`src/rtl/lpcfwh_pkg.sv`:
```
package lpcfwh_pkg;

  localparam int NIB_W = 4;

  localparam logic [NIB_W-1:0] START_LPC    = 4'h0;
  localparam logic [NIB_W-1:0] START_FWH_RD = 4'hD;
  localparam logic [NIB_W-1:0] START_FWH_WR = 4'hE;

  localparam logic [1:0] LPC_MEM_CLASS = 2'b01;

  typedef enum logic [1:0] {
    HS_IDLE  = 2'd0,
    HS_START = 2'd1,
    HS_ADDR  = 2'd2
  } hdr_state_e;

endpackage

```
`src/rtl/lpcfwh_field_decode.sv`:
```
module lpcfwh_field_decode
  import lpcfwh_pkg::*;
#(
  parameter bit EN_LPC   = 1'b1,
  parameter bit EN_FWH   = 1'b1,
  parameter int ADDR_W   = 32,
  parameter int CNT_W    = 4
) (
  input  logic [NIB_W-1:0] start_i,
  input  logic [NIB_W-1:0] field_i,
  output logic             accept_o,
  output logic             fwh_o,
  output logic             write_o,
  output logic [NIB_W-1:0] sel_o,
  output logic [CNT_W-1:0] nibs_o
);

  localparam int LPC_NIBS = ADDR_W / NIB_W;
  localparam int FWH_NIBS = LPC_NIBS - 1;

  always_comb begin
    accept_o = 1'b0;
    fwh_o    = 1'b0;
    write_o  = 1'b0;
    sel_o    = '0;
    nibs_o   = '0;
    unique case (start_i)
      START_FWH_RD, START_FWH_WR: begin
        if (EN_FWH) begin
          accept_o = 1'b1;
          fwh_o    = 1'b1;
          write_o  = (start_i == START_FWH_WR);
          sel_o    = field_i;
          nibs_o   = CNT_W'(FWH_NIBS);
        end
      end
      START_LPC: begin
        if (EN_LPC && (field_i[3:2] == LPC_MEM_CLASS)) begin
          accept_o = 1'b1;
          write_o  = field_i[1];
          nibs_o   = CNT_W'(LPC_NIBS);
        end
      end
      default: begin
      end
    endcase
  end

endmodule

```
`src/rtl/lpcfwh_addr_shift.sv`:
```
module lpcfwh_addr_shift
  import lpcfwh_pkg::*;
#(
  parameter int ADDR_W = 32
) (
  input  logic              clk_i,
  input  logic              rst_ni,
  input  logic              clr_i,
  input  logic              en_i,
  input  logic [NIB_W-1:0]  nib_i,
  output logic [ADDR_W-1:0] addr_next_o
);

  localparam int SLOTS = ADDR_W / NIB_W - 1;

  logic [NIB_W-1:0] slot_q [SLOTS];
  logic [NIB_W-1:0] slot_d [SLOTS];

  for (genvar g = 0; g < SLOTS; g++) begin : g_slot
    if (g == 0) begin : g_head
      assign slot_d[g] = nib_i;
    end else begin : g_tail
      assign slot_d[g] = slot_q[g-1];
    end

    always_ff @(posedge clk_i or negedge rst_ni) begin
      if (!rst_ni) begin
        slot_q[g] <= '0;
      end else if (clr_i) begin
        slot_q[g] <= '0;
      end else if (en_i) begin
        slot_q[g] <= slot_d[g];
      end
    end

    assign addr_next_o[NIB_W*(g+1) +: NIB_W] = slot_q[g];
  end

  assign addr_next_o[NIB_W-1:0] = nib_i;

endmodule

```
`src/rtl/lpcfwh_hdr_ctrl.sv`:
```
module lpcfwh_hdr_ctrl
  import lpcfwh_pkg::*;
#(
  parameter int ADDR_W = 32,
  parameter int CNT_W  = 4
) (
  input  logic              clk_i,
  input  logic              rst_ni,
  input  logic              frame_ni,
  input  logic [NIB_W-1:0]  nib_i,
  input  logic              acc_i,
  input  logic              acc_fwh_i,
  input  logic              acc_write_i,
  input  logic [NIB_W-1:0]  acc_sel_i,
  input  logic [CNT_W-1:0]  acc_nibs_i,
  input  logic [ADDR_W-1:0] addr_next_i,
  output logic [NIB_W-1:0]  start_o,
  output logic              shift_clr_o,
  output logic              shift_en_o,
  output logic              hdr_valid_o,
  output logic              is_fwh_o,
  output logic              is_write_o,
  output logic [NIB_W-1:0]  sel_o,
  output logic [ADDR_W-1:0] addr_o,
  output logic              abort_o
);

  hdr_state_e       state_q, state_d;
  logic [NIB_W-1:0] start_q, start_d;
  logic [CNT_W-1:0] cnt_q, cnt_d;
  logic             fwh_q, fwh_d;
  logic             wr_q, wr_d;
  logic [NIB_W-1:0] sel_q, sel_d;
  logic             fire, abort_now;

  always_comb begin
    state_d     = state_q;
    start_d     = start_q;
    cnt_d       = cnt_q;
    fwh_d       = fwh_q;
    wr_d        = wr_q;
    sel_d       = sel_q;
    shift_clr_o = 1'b0;
    shift_en_o  = 1'b0;
    fire        = 1'b0;
    abort_now   = 1'b0;
    if (!frame_ni) begin
      state_d   = HS_START;
      start_d   = nib_i;
      abort_now = (state_q == HS_ADDR);
    end else begin
      unique case (state_q)
        HS_START: begin
          if (acc_i) begin
            state_d     = HS_ADDR;
            cnt_d       = acc_nibs_i;
            fwh_d       = acc_fwh_i;
            wr_d        = acc_write_i;
            sel_d       = acc_sel_i;
            shift_clr_o = 1'b1;
          end else begin
            state_d = HS_IDLE;
          end
        end
        HS_ADDR: begin
          shift_en_o = 1'b1;
          if (cnt_q == CNT_W'(1)) begin
            fire    = 1'b1;
            state_d = HS_IDLE;
          end else begin
            cnt_d = cnt_q - CNT_W'(1);
          end
        end
        default: state_d = HS_IDLE;
      endcase
    end
  end

  always_ff @(posedge clk_i or negedge rst_ni) begin
    if (!rst_ni) begin
      state_q <= HS_IDLE;
      start_q <= '0;
      cnt_q   <= '0;
      fwh_q   <= 1'b0;
      wr_q    <= 1'b0;
      sel_q   <= '0;
    end else begin
      state_q <= state_d;
      start_q <= start_d;
      cnt_q   <= cnt_d;
      fwh_q   <= fwh_d;
      wr_q    <= wr_d;
      sel_q   <= sel_d;
    end
  end

  always_ff @(posedge clk_i or negedge rst_ni) begin
    if (!rst_ni) begin
      hdr_valid_o <= 1'b0;
      abort_o     <= 1'b0;
    end else begin
      hdr_valid_o <= fire;
      abort_o     <= abort_now;
    end
  end

  always_ff @(posedge clk_i or negedge rst_ni) begin
    if (!rst_ni) begin
      is_fwh_o   <= 1'b0;
      is_write_o <= 1'b0;
      sel_o      <= '0;
      addr_o     <= '0;
    end else if (fire) begin
      is_fwh_o   <= fwh_q;
      is_write_o <= wr_q;
      sel_o      <= sel_q;
      addr_o     <= addr_next_i;
    end
  end

  assign start_o = start_q;

endmodule

```
`src/rtl/lpcfwh_hdr_decoder.sv`:
```
module lpcfwh_hdr_decoder
  import lpcfwh_pkg::*;
#(
  parameter bit EN_LPC = 1'b1,
  parameter bit EN_FWH = 1'b1,
  parameter int ADDR_W = 32
) (
  input  logic              clk_i,
  input  logic              rst_ni,
  input  logic              frame_ni,
  input  logic [3:0]        nib_i,
  output logic              hdr_valid_o,
  output logic              is_fwh_o,
  output logic              is_write_o,
  output logic [3:0]        sel_o,
  output logic [ADDR_W-1:0] addr_o,
  output logic              abort_o
);

  localparam int LPC_NIBS = ADDR_W / NIB_W;
  localparam int CNT_W    = $clog2(LPC_NIBS + 1);

  logic [1:0]        rst_pipe_q;
  logic              rst_sync_n;
  logic [NIB_W-1:0]  start_nib;
  logic              acc, acc_fwh, acc_write;
  logic [NIB_W-1:0]  acc_sel;
  logic [CNT_W-1:0]  acc_nibs;
  logic              shift_clr, shift_en;
  logic [ADDR_W-1:0] addr_next;

  always_ff @(posedge clk_i or negedge rst_ni) begin
    if (!rst_ni) begin
      rst_pipe_q <= 2'b00;
    end else begin
      rst_pipe_q <= {rst_pipe_q[0], 1'b1};
    end
  end
  assign rst_sync_n = rst_pipe_q[1];

  lpcfwh_field_decode #(
    .EN_LPC (EN_LPC),
    .EN_FWH (EN_FWH),
    .ADDR_W (ADDR_W),
    .CNT_W  (CNT_W)
  ) u_decode (
    .start_i  (start_nib),
    .field_i  (nib_i),
    .accept_o (acc),
    .fwh_o    (acc_fwh),
    .write_o  (acc_write),
    .sel_o    (acc_sel),
    .nibs_o   (acc_nibs)
  );

  lpcfwh_addr_shift #(
    .ADDR_W (ADDR_W)
  ) u_shift (
    .clk_i       (clk_i),
    .rst_ni      (rst_sync_n),
    .clr_i       (shift_clr),
    .en_i        (shift_en),
    .nib_i       (nib_i),
    .addr_next_o (addr_next)
  );

  lpcfwh_hdr_ctrl #(
    .ADDR_W (ADDR_W),
    .CNT_W  (CNT_W)
  ) u_ctrl (
    .clk_i       (clk_i),
    .rst_ni      (rst_sync_n),
    .frame_ni    (frame_ni),
    .nib_i       (nib_i),
    .acc_i       (acc),
    .acc_fwh_i   (acc_fwh),
    .acc_write_i (acc_write),
    .acc_sel_i   (acc_sel),
    .acc_nibs_i  (acc_nibs),
    .addr_next_i (addr_next),
    .start_o     (start_nib),
    .shift_clr_o (shift_clr),
    .shift_en_o  (shift_en),
    .hdr_valid_o (hdr_valid_o),
    .is_fwh_o    (is_fwh_o),
    .is_write_o  (is_write_o),
    .sel_o       (sel_o),
    .addr_o      (addr_o),
    .abort_o     (abort_o)
  );

endmodule

```
`config.mk`:
```
export PLATFORM = sky130hd
export DESIGN_NAME = lpcfwh_hdr_decoder
export DESIGN_NICKNAME = d
export VERILOG_FILES = /design/src/rtl/lpcfwh_pkg.sv /design/src/rtl/lpcfwh_field_decode.sv /design/src/rtl/lpcfwh_addr_shift.sv /design/src/rtl/lpcfwh_hdr_ctrl.sv /design/src/rtl/lpcfwh_hdr_decoder.sv
export SDC_FILE = /design/constraint.sdc
export NUM_CORES = 1
export LEC_CHECK = 0
export BUFFER_PORTS_ARGS = -buffer_cell sky130_fd_sc_hd__buf_2
export CAP_MARGIN = 5
export CELL_PAD_IN_SITES_DETAIL_PLACEMENT = 1
export CELL_PAD_IN_SITES_GLOBAL_PLACEMENT = 2
export CORE_UTILIZATION = 42
export DETAILED_ROUTE_END_ITERATION = 10
export PLACE_DENSITY = 0.8
export SYNTH_ARGS = -nofsm -noshare
export SYNTH_HDL_FRONTEND = slang
export SYNTH_SLANG_ARGS = --single-unit
```
`constraint.sdc`:
```
create_clock -name clk_i -period 4.1 [get_ports clk_i]
set_input_delay 1.23 -clock clk_i [delete_from_list [all_inputs] [get_ports clk_i]]
set_output_delay 1.23 -clock clk_i [all_outputs]
set_load 0.005 [all_outputs]
```
==> results.md, run 1 <==
- Walking the worst path, the cells encountered are buf_2 > and3b_1 > nand2_2 > mux2_2.
- The worst pin sits at a relative slew slack of 0.301.
- The required time of the worst setup path is 4.34 ns.
- The count of input and output buffers is between 40 and 50.
- The worst setup path is captured at a flop.
- The worst setup path is launched from an input pin.
- For this run, the share of the core covered by cells in the final layout is 0.506.
- The run finished with clean final reports.
- The average vias per placed instance is 5.29.
- The number of warning messages in the yosys log is 0.
- The count of endpoints failing hold in the final timing report is 0.
- The global routing usage on met1 is 0.235.
- The leakage power total is just over 2 nW.
- The share of synthesized area in the top cell type comes to 0.644.
- The root buffer cell is sky130_fd_sc_hd__clkbuf_8.
- The cell family with the largest share of critical-path delay is simple AND/OR/NAND/NOR gates.
- Wires add up to approximately 6400 um.
- The critical path crosses 4 cells after its start point.
- For this run, design rule violations remaining after detail routing come to 0.
- The post-CTS setup repair buffer count is 0.
- The clock passes through at most 2 buffers.
- In this run, the number of DRC markers left after iteration 0 of detailed routing was 67.
- Measured along the x axis, the die boundary spans 91.2 um.
- 0 antenna diodes ended up in the layout.
- After detailed routing, the average wire length per cell comes to 16.2 um.
- The first global-routing pass estimated 10,700 um of wire.
- Together, buffers and inverters on the worst path number 1.
- The post-synthesis sequential area ratio is 0.644.
- The worst hold path belongs to the class flop to flop.
- Detailed placement ended at an HPWL of ~4000 um.
- Of the cells placed in the final design, the portion with a size suffix greater than 1 is 0.385.
- The global routing usage on met2 is 0.255.
- The number of nets in the synthesized netlist is 246.
- For this design, the CTS-stage hold fixing added 0 buffers.
- The number of cells in the design after placement is 377.
- 47 I/O pins were placed.
- The library cell used most frequently in the layout, excluding fill and tap cells, is sky130_fd_sc_hd__dfrtp_1.
- The number of flip-flops and latches in the synthesized netlist is 86.
- The worst path needs 2.49 ns of the cycle, external delays included.
- The detail route stage leaves a number of antenna-violating nets equal to 0.
- The mean instance size in the synthesized netlist is 14.1 um^2.
- After global routing, the most crowded layer is met2.
- At the later pin of the worst-skew pair, clock insertion delay measures 0.36 ns.
- Summed over all instances, the cell type with the most area after synthesis is sky130_fd_sc_hd__dfrtp_1.
- The depth of the worst register-to-register path is 5.
- The aggregate global routing overflow is 0.
- Detailed routing inserted a total of 2,080 vias.
- The clock-pin slew of the registers on the worst-case setup and hold paths is 0.08 ns.
- The clock skew is ~0.0098 ns.
- The total negative slack is 0 ns.
- Entering global routing, the biggest net connects 85 pins.
- The count of distinct cell types in the synthesized netlist is 36.
- After floorplanning, the core was divided into 32 placement rows.
- The max-slew violation count is 0.
- The transition time of the tightest slew-check pin is 1.05 ns.
- Setup violations remaining at the end of the flow were counted as 0.
- The via count of the first global-routing pass is 2,072.
- At the worst endpoint, the arrival time is 2.73 ns.
- VDD sags by at most 0.000202 V.
- Counting instances, the worst hold path has a depth of 0.
- The length of the first detailed-routing pass in iterations is 4.
- The largest single stage delay on the critical path is ~0.68 ns.
- In the finished design, the share of the clock period the worst path needs comes to 0.607.
- On the critical path, the stage with the largest delay is an instance of sky130_fd_sc_hd__nand2_2.
- The area added between synthesis and finish is 17.1%.
- The highest net fanout along the worst path is 39.
- The overall die height is approximately 90 um.
- At the end of the flow, the number of nets in the layout was 295.
- Setup repair after global routing left no endpoint under its margin.
- In the layout the commonest cells are sky130_fd_sc_hd__dfrtp_1 (85), sky130_fd_sc_hd__buf_2 (46), sky130_fd_sc_hd__mux2_2 (43).
- The total number of clock tree sinks is 86.
- Clock tree synthesis inserted a total of 9 buffers.
- TritonCTS built the clock tree.
- The deepest level of the CTS H-tree is 3.
- For met3 alone, demand over resource in global routing was 0.0310.
- The path type of the worst setup path is input pin to flop.
- For this configuration, the core starts out at a cell density of 0.432.
- Based on the critical path, the design can be clocked at up to between 400 and 500 MHz.
- Across every metal layer, demand over resource in global routing totals 0.171.
- The full die area is 0.00831 mm^2.
- The instance count of the mapped netlist is 237.
- Gates resized during post-CTS repair numbered 0.
- The final weighted congestion in routability-driven placement is 0.768.
- Ranked by total cell area, the synthesized netlist is headed by sky130_fd_sc_hd__dfrtp_1 (64%), sky130_fd_sc_hd__mux2_2 (14%), sky130_fd_sc_hd__a22o_1 (6.6%).
- The synthesized area is 0.00334 mm^2.
- Excluding fillers, the count of instances in the completed layout stands at 393.
- The hold slack is between 0.3 and 0.4 ns.
- The area of the placeable core is 0.00773 mm^2.
- The number of antenna violations at the first check in global routing came to 0.
- Dividing total power by cell area gives a power density of approximately 470 mW/mm^2.
- Max-cap violations in this run came to 0.
==> cell usage after synthesis, drive strengths merged <==
library cell / number
and3b: 1
ha: 2
inv: 5
nand2: 19
a211o: 1
conb: 1
nor3b: 1
nand3: 1
buf: 8
a311o: 1
nand2b: 2
mux2: 43
a22o: 25
clkbuf: 2
a21oi: 9
or2: 1
nor4b: 2
dfrtp: 86
nor4: 1
nor2: 6
xnor2: 1
o21ai: 6
nor3: 3
nand4b: 1
or3: 1
a21o: 1
and3: 1
nand3b: 1
nor2b: 2
o32a: 1
o2bb2ai: 2
==> worst reg2reg max path, delay by kind of cell (launching register included) <==
family                   cells  cell delay (ns)
AND/OR/NAND/NOR              2             0.91
multiplexers                 1             0.52
flip-flops                   1             0.41
adder cells (fa/ha/maj)      1             0.17
buffers and inverters        1             0.08
==> cells by family after synthesis <==
family | share of synthesized area
AO/OA/AOI/OAI | 0.108
XOR/XNOR | 0.00262
adder cells (fa/ha/maj) | 0.00749
buffers and inverters | 0.0195
flip-flops | 0.644
multiplexers | 0.145
other | 0.00112
AND/OR/NAND/NOR | 0.0723
==> registers in the layout (all words and copies together), names as in the netlist <==
name,flops
u_ctrl.sel_q,4
u_ctrl.start_o,4
u_ctrl.addr_o,32
u_shift.addr_next_o,28
u_ctrl.sel_o,4
u_ctrl.cnt_q,4
u_ctrl.is_write_o,1
u_ctrl.hdr_valid_o,1
u_ctrl.abort_o,1
u_ctrl.is_fwh_o,1
u_ctrl.wr_q,1
u_ctrl.fwh_q,1
u_ctrl.state_q,2
rst_pipe_q,2
==> cell type report <==
cell class	count	area, um^2
clock inverters	5	106
well taps	102	128
multi-input cells	136	1120
inverters	5	18.8
clock buffers	11	131
repair buffers	48	245
fillers	809	3820
flip-flops and latches	86	2160
==> layer usage <==
| metal | part of all wire | up-vias |
|---|---|---|
| met5 | 0 | - |
| met4 | 0.025 | 0 |
| met3 | 0.037 | 13 |
| met2 | 0.46 | 51 |
| met1 | 0.48 | 1067 |
| li1 | - | 949 |
==> power breakdown <==
| part | switching, W | internal, W | leakage, nW |
|---|---|---|---|
| sequential | 0.0000687 | 0.000915 | 1.17 |
| combinational | 0.0000702 | 0.0000870 | 0.753 |
| clock | 0.000301 | 0.000407 | 0.114 |
==> per-stage QoR <==
step                      power (W)  worst slack, ns  cell area, um^2
after floorplan             0.00110             1.53             3340
after global placement      0.00115             1.23             3670
after detailed placement    0.00116             1.19             3670
after CTS                   0.00188             1.60             3910
after global routing        0.00194             1.46             3910
final                       0.00185             1.61             3910
==> worst paths after layout <==
kind / start / slack [ns] / endpoint
worst min register to register: rst_pipe_q[0] / 0.36 / rst_pipe_q[1]
worst max register to register: u_ctrl.cnt_q[1] / 1.90 / u_ctrl.addr_o[17]
worst max-delay path: frame_ni / 1.61 / u_ctrl.addr_o[17]
max in group asynchronous: rst_pipe_q[1] / 2.90 / u_ctrl.addr_o[10]
worst min-delay path: rst_pipe_q[0] / 0.36 / rst_pipe_q[1]
min in group asynchronous: rst_pipe_q[1] / 0.51 / u_ctrl.hdr_valid_o
No activity file was read; power rests on OpenSTA's default activity.
==> inputs of run 2 (changes only) <==
--- a/config.mk
+++ b/config.mk
@@ -9,9 +9,9 @@
 export CAP_MARGIN = 5
 export CELL_PAD_IN_SITES_DETAIL_PLACEMENT = 1
 export CELL_PAD_IN_SITES_GLOBAL_PLACEMENT = 2
-export CORE_UTILIZATION = 42
+export CORE_UTILIZATION = 35
 export DETAILED_ROUTE_END_ITERATION = 10
-export PLACE_DENSITY = 0.8
+export PLACE_DENSITY = 0.71
 export SYNTH_ARGS = -nofsm -noshare
 export SYNTH_HDL_FRONTEND = slang
 export SYNTH_SLANG_ARGS = --single-unit
==> constraint.sdc (replaced) <==
create_clock -name clk_i -period 2.12 [get_ports clk_i]
set_input_delay 0.636 -clock clk_i [delete_from_list [all_inputs] [get_ports clk_i]]
set_output_delay 0.636 -clock clk_i [all_outputs]
set_load 0.005 [all_outputs]
==> run 2 against run 1 <==
  * Cell count is 8.9% higher
  * Setup slack got worse by 1.3 ns
  * Largest cell class unchanged
  * Global-route usage decreased by 1.8 points
  * Sequential cell count stayed put
  * Die area increased by 20%
  * Combinational power increased by 120%
==> results.md, run 2 (synthesized netlist as in run 1, its figures left out) <==
- Outcome: complete, no violations (unchanged).
- Ordered list of cells on the worst path: inv_1 > ha_1 > nor3b_2 > nand2_2 > buf_12 > mux2_2 (was buf_2 > and3b_1 > nand2_2 > mux2_2).
- Timing would allow up to 541 MHz.
- The max-slew violation count was 0 (unchanged).
- The number of maximum-capacitance constraint violations is 0 (unchanged).
- The average routed wire per standard cell is 15.7 um (was 16.2 um).
- The standard-cell row count is 35 (was 32).
- The leakage power total is 2.07 nW (was 2.03 nW).
- The average vias per placed instance is 4.96 (was 5.29).
- The worst supply voltage drop on vdd came to 0.000357 V (was 0.000202 V).
- The root buffer cell is sky130_fd_sc_hd__clkbuf_8 (unchanged).
- The total area of multi-input combinational cells was 0.00112 mm^2 (unchanged).
- The via count of the first global-routing pass was 2,255 (was 2,072).
- The final standard cell count with taps included and fillers excluded was 428 (was 393).
- The length of the first detailed-routing pass in iterations is 4 (unchanged).
- The clock-pin slew of the registers on the worst-case setup and hold paths is 0.08 ns (about the same).
- The most flop-heavy register was u_ctrl.addr_o (unchanged).
- The count of endpoints failing hold in the final timing report is 0 (unchanged).
- The number of buffers created by CTS was 9 (unchanged).
- The hold buffer count at CTS is 0 (unchanged).
- The area added between synthesis and finish was 19.4% (was 17.1%).
- The data arrival time of the critical path is 2.08 ns (was 2.73 ns).
- The violation count after the first detailed-route iteration is 54 (was 67).
- The power density of the placed cells is 828 mW/mm^2 (was 473 mW/mm^2).
- The layout filler cell count is 977 (was 809).
- The number of antenna violations at the first check in global routing is 0 (unchanged).
- The post-CTS setup repair buffer count came to 0 (unchanged).
- The deepest level of the CTS H-tree came to 3 (unchanged).
- Commonest cells after routing, fill and taps aside: sky130_fd_sc_hd__dfrtp_1 (85), sky130_fd_sc_hd__buf_2 (46), sky130_fd_sc_hd__mux2_2 (43) (unchanged).
- The number of cells in the design after placement is 412 (was 377).
- The largest incremental delay on the critical path is 0.41 ns (was 0.68 ns).
- The class of the tightest hold or removal check is input pin to async pin (was flop to flop).
- The top-level I/O count is 47 (unchanged).
- The overall die height is 99.7 um (was 91.2 um).
- The highest-delay cell along the critical path is sky130_fd_sc_hd__dfrtp_1 (was sky130_fd_sc_hd__nand2_2).
- The area of the placeable core is 0.00924 mm^2 (was 0.00773 mm^2).
- The half-perimeter wire length after detailed placement is 4460 um (was 4060 um).
- The start point of the critical path was u_ctrl.cnt_q[1] (was frame_ni).
- The commonest non-fill, non-tap cell in the layout was sky130_fd_sc_hd__dfrtp_1 (unchanged).
- The count of input and output buffers is 46 (unchanged).
- The latest clock arrival within the worst-skew pair is 0.35 ns (was 0.36 ns).
- The maximum clock path buffer count is 2 (unchanged).
- The antenna cell count is 0 (unchanged).
- The aggregate global routing overflow is 0 (unchanged).
- The total negative slack was 0 ns (unchanged).
- The number of flip-flops under the largest register name came to 32 (unchanged).
- Dividing the final minimum period by the clock period gives 0.871.
- The number of antenna-violating nets in the routed design is 0 (unchanged).
- The total number of vias is 2,125 (was 2,080).
- The final weighted congestion in routability-driven placement is 0.768 (about the same).
- The number of resized instances in the post-cts repair step is 0 (unchanged).
- The starting density of the core is 0.361 (was 0.432).
- The clock skew is 0.00728 ns (was 0.00982 ns).
- The startpoint of the most critical register-to-register path is u_ctrl.cnt_q[1] (unchanged).
- The highest net fanout along the worst path is 19 (was 39).
- The total area of sequential cells came to 0.00216 mm^2 (unchanged).
- The overall routing resource usage is 0.153 (was 0.171).
- The full die area is 0.00994 mm^2 (was 0.00831 mm^2).
- The path type of the worst setup path is flop to flop (was input pin to flop).
- The endpoint type of the worst setup path is a flop (unchanged).
- The time the worst path needs with I/O delays and setup is 1.85 ns.
- The startpoint kind of the worst setup timing path is a flop (was input pin).
- The net total in the final layout is 303 (was 295).
- The number of DRC violations after detailed routing is 0 (unchanged).
- The CTS tree is done (unchanged).
- The final number of setup-violating endpoints came to 0 (unchanged).
- Unrepaired setup endpoints after global routing: no (unchanged).
- The wire length of the first global-routing pass is 11,600 um (was 10,700 um).
- The ratio of cells with drive above 1 in the final layout came to 0.408 (was 0.385).
- The required time of the worst setup path came to 2.36 ns (was 4.34 ns).
- The pin count of the biggest net entering global routing came to 85 (unchanged).
- The total number of clock tree sinks is 86 (unchanged).
- The sum of routed wire length over all layers is 6700 um (was 6350 um).
- The die width came to 99.7 um (was 91.2 um).
[run 2: metal layers]
layer,track usage,wire [um],up-vias
met1,0.216,3270,1105
met4,0.0747,104,0
li1,-,-,966
met5,0,0,-
met2,0.227,3130,46
met3,0.0260,203,8
[run 2: critical path: cells and delay by family, from the launching register on]
| kind | cells | cell delay, ns |
|---|---|---|
| fa+ha+maj | 1 | 0.16 |
| buf+inv | 2 | 0.32 |
| flops | 1 | 0.41 |
| mux | 1 | 0.27 |
| simple gates | 2 | 0.57 |
[run 2: final timing paths]
check	endpoint	slack [ns]	cells past startpoint
setup / recovery	u_ctrl.addr_o[30]	0.27	6
hold / removal	rst_pipe_q[1]	0.05	1
setup reg to reg	u_ctrl.addr_o[30]	0.27	6
hold reg to reg	u_ctrl.hdr_valid_o	0.33	1
max in group asynchronous	u_shift.addr_next_o[12]	1.40	1
min in group clk_i	rst_pipe_q[1]	0.36	0
[run 2: final cells by class]
class | count | share of cell area
clock buffer | 11 | 0.0380
multi-input combinational | 136 | 0.282
sequential | 86 | 0.540
inverter | 5 | 0.00471
timing repair buffer | 56 | 0.0859
tap | 129 | 0.0405
clock inverter | 5 | 0.00847
[run 2: through the flow]
step / total power, W / instance area (um^2) / util / hold WS [ns] / setup WS [ns]
after detailed placement: 0.00226 / 3800 / 0.412 / 0.338 / 0.159
after global placement: 0.00225 / 3800 / 0.412 / 0.338 / 0.180
after CTS: 0.00336 / 3990 / 0.432 / 0.0238 / 0.262
after floorplan: 0.00212 / 3340 / - / 0.331 / 0.355
final: 0.00330 / 3990 / 0.432 / 0.0492 / 0.273
after global routing: 0.00348 / 3990 / 0.432 / 0.0281 / 0.122
[run 2: power by group]
part / internal [W] / switching (W)
clock: 0.000488 / 0.000592
combinational: 0.000177 / 0.000171
sequential: 0.00177 / 0.000105
==> inputs of run 3 (changes only) <==
--- a/config.mk
+++ b/config.mk
@@ -9,9 +9,9 @@
 export CAP_MARGIN = 5
 export CELL_PAD_IN_SITES_DETAIL_PLACEMENT = 1
 export CELL_PAD_IN_SITES_GLOBAL_PLACEMENT = 2
-export CORE_UTILIZATION = 35
+export CORE_UTILIZATION = 33
 export DETAILED_ROUTE_END_ITERATION = 10
-export PLACE_DENSITY = 0.71
+export PLACE_DENSITY = 0.67
 export SYNTH_ARGS = -nofsm -noshare
 export SYNTH_HDL_FRONTEND = slang
 export SYNTH_SLANG_ARGS = --single-unit
==> run 3 against run 2 <==
  * First-iteration DRC count down 13%
  * Utilization down 1.8 points
  * Sequential cell count is the same
  * Clock skew up 0.0025 ns
  * Sequential power about the same
  * Largest power group unchanged
==> results.md, run 3 (synthesized netlist as in run 1, its figures left out) <==
- The area added between synthesis and finish is 21.2% (was 19.4%).
- The final core utilization is 0.414 (was 0.432).
- The worst setup slack after layout is 0.362 ns (was 0.273 ns).
- The latest clock arrival within the worst-skew pair is 0.35 ns (about the same).
- The highest-delay cell along the critical path is sky130_fd_sc_hd__dfrtp_1 (unchanged).
- The final cycle utilization of the critical path is 0.829 (was 0.871).
- The worst slew margin relative to its limit is 0.579.
- The number of flip-flops under the largest register name is 32 (unchanged).
- The maximum clock path buffer count is 2 (unchanged).
- The count of endpoints failing hold in the final timing report came to 0 (unchanged).
- The startpoint of the most critical register-to-register path is u_ctrl.start_o[1] (was u_ctrl.cnt_q[1]).
- The via count of the first global-routing pass was 2,136 (was 2,255).
- The area of the placeable core is 0.00977 mm^2 (was 0.00924 mm^2).
- The largest incremental delay on the critical path is 0.44 ns (was 0.41 ns).
- The half-perimeter wire length after detailed placement was 4540 um (was 4460 um).
- The cell area after layout is 0.00405 mm^2 (was 0.00399 mm^2).
- The average vias per placed instance is 4.82 (was 4.96).
- The path type of the worst setup path is flop to flop (unchanged).
- The length of the first detailed-routing pass in iterations is 4 (unchanged).
- Outcome: complete, no violations (unchanged).
- The depth of the worst register-to-register path is 4 (was 6).
- Unrepaired setup endpoints after global routing: no (unchanged).
- The most flop-heavy register is u_ctrl.addr_o (unchanged).
- The time the worst path needs with I/O delays and setup is 1.76 ns (was 1.85 ns).
- The total number of clock tree sinks is 86 (unchanged).
- The layout filler cell count is 1,058 (was 977).
- The leakage power total is 2.09 nW (was 2.07 nW).
- The startpoint kind of the worst setup timing path is a flop (unchanged).
- The wire length of the first global-routing pass is 11,400 um (was 11,600 um).
- The overall die height is 103 um (was 99.7 um).
- The cell family with the largest share of critical-path delay is compound AO/OA/AOI/OAI gates (was simple AND/OR/NAND/NOR gates).
- The post-CTS setup repair buffer count is 0 (unchanged).
- The ratio of cells with drive above 1 in the final layout is 0.409 (was 0.408).
- The endpoint type of the worst setup path was a flop (unchanged).
- The sum of routed wire length over all layers is 6830 um (was 6700 um).
- The start point of the critical path is u_ctrl.start_o[1] (was u_ctrl.cnt_q[1]).
- The instance count on the critical path is 4 (was 6).
- The pre-CTS setup slack came to 0.160 ns (was 0.159 ns).
- The buffer and inverter count on the worst path is 0 (was 2).
- The number of DRC violations after detailed routing is 0 (unchanged).
- The achievable clock frequency was 569 MHz (was 541 MHz).
- The violation count after the first detailed-route iteration is 47 (was 54).
- The required time of the worst setup path is 2.35 ns (was 2.36 ns).
- The clock skew is 0.00978 ns (was 0.00728 ns).
- The commonest non-fill, non-tap cell in the layout is sky130_fd_sc_hd__dfrtp_1 (unchanged).
- The number of resized instances in the post-cts repair step was 0 (unchanged).
- Commonest cells after routing, fill and taps aside: sky130_fd_sc_hd__dfrtp_1 (85), sky130_fd_sc_hd__buf_2 (46), sky130_fd_sc_hd__mux2_2 (43) (unchanged).
- The number of antenna-violating nets in the routed design is 0 (unchanged).
- The final weighted congestion in routability-driven placement came to 0.765 (was 0.768).
- The total negative slack is 0 ns (unchanged).
- The total number of vias is 2,090 (was 2,125).
- The root buffer cell is sky130_fd_sc_hd__clkbuf_8 (unchanged).
- The power density of the placed cells is 868 mW/mm^2 (was 828 mW/mm^2).
- The aggregate global routing overflow came to 0 (unchanged).
- The count of input and output buffers is 46 (unchanged).
- The number of maximum-capacitance constraint violations is 0 (unchanged).
- The standard-cell row count is 36 (was 35).
- The final number of setup-violating endpoints is 0 (unchanged).
- The hold buffer count at CTS is 0 (unchanged).
- The deepest level of the CTS H-tree came to 3 (unchanged).
- The highest net fanout along the worst path is 5 (was 19).
- The worst supply voltage drop on vdd is 0.000276 V (was 0.000357 V).
- The net total in the final layout is 305 (was 303).
- The average routed wire per standard cell came to 15.7 um (about the same).
- The total placed instance area is 0.00382 mm^2 (was 0.00380 mm^2).
- The starting density of the core is 0.342 (was 0.361).
- The number of buffers created by CTS is 9 (unchanged).
- The clock-pin slew of the registers on the worst-case setup and hold paths is 0.09 ns (was 0.08 ns).
- The data arrival time of the critical path came to 1.99 ns (was 2.08 ns).
- The overall routing resource usage is 0.146 (was 0.153).
- The antenna cell count came to 0 (unchanged).
- The class of the tightest hold or removal check is input pin to async pin (unchanged).
- The top-level I/O count is 47 (unchanged).
- The die width was 103 um (was 99.7 um).
- The pin count of the biggest net entering global routing is 48 (was 85).
- Ordered list of cells on the worst path: nor4b_4 > nand2_1 > a21o_1 > a311o_1 (was inv_1 > ha_1 > nor3b_2 > nand2_2 > buf_12 > mux2_2).
- The CTS tree was done (unchanged).
- The full die area was 0.0105 mm^2 (was 0.00994 mm^2).
- The max-slew violation count was 0 (unchanged).
- The number of antenna violations at the first check in global routing is 0 (unchanged).
- For the pin with the worst max-slew slack, the measured transition is 0.631 ns.
-- run 3: path summary, 6_finish.rpt --
path | to | slack [ns]
hold reg to reg | u_ctrl.hdr_valid_o | 0.36
min in group clk_i | rst_pipe_q[1] | 0.37
setup / recovery | u_ctrl.cnt_q[2] | 0.36
setup reg to reg | u_ctrl.cnt_q[2] | 0.36
hold / removal | rst_pipe_q[1] | 0.05
max in group asynchronous | u_ctrl.sel_q[0] | 1.11
-- run 3: worst register-to-register path: cells and delay by family (launching register included) --
family | cells | cell delay (ns)
AOI/OAI and AO/OA | 2 | 0.63
DFF | 1 | 0.44
and+or+nand+nor | 2 | 0.58
-- run 3: where the power goes --
part | total (W) | switching, W | leakage, nW | internal, W
registers | 0.00189 | 0.000118 | 1.17 | 0.00177
logic | 0.000337 | 0.000156 | 0.818 | 0.000181
clock network | 0.00129 | 0.000589 | 0.110 | 0.000699
total | 0.00351 | 0.000863 | 2.09 | 0.00265
-- run 3: layout make-up --
type,count,area [um^2],share of cell area
Clock buffer,11,141,0.0349
Multi-Input combinational cell,136,1120,0.278
Sequential cell,86,2160,0.533
Tap cell,133,166,0.0411
Timing Repair Buffer,58,358,0.0884
Clock inverter,5,81.3,0.0201
Inverter,5,18.8,0.00464
-- run 3: layer usage --
metal / vias to the layer above / track usage / routed length [um]
met5: - / 0 / 0
met4: 0 / 0.0659 / 103
met3: 9 / 0.0244 / 211
met2: 38 / 0.210 / 3020
met1: 1071 / 0.214 / 3490
li1: 972 / - / -
-- run 3: metrics by stage --
stage                     hold slack (ns)  power [W]  instances
after global routing               0.0257    0.00369        434
final                              0.0491    0.00351        434
after CTS                          0.0282    0.00357        434
after floorplan                     0.331    0.00212        237
after detailed placement            0.356    0.00227        418
after global placement              0.337    0.00225        418
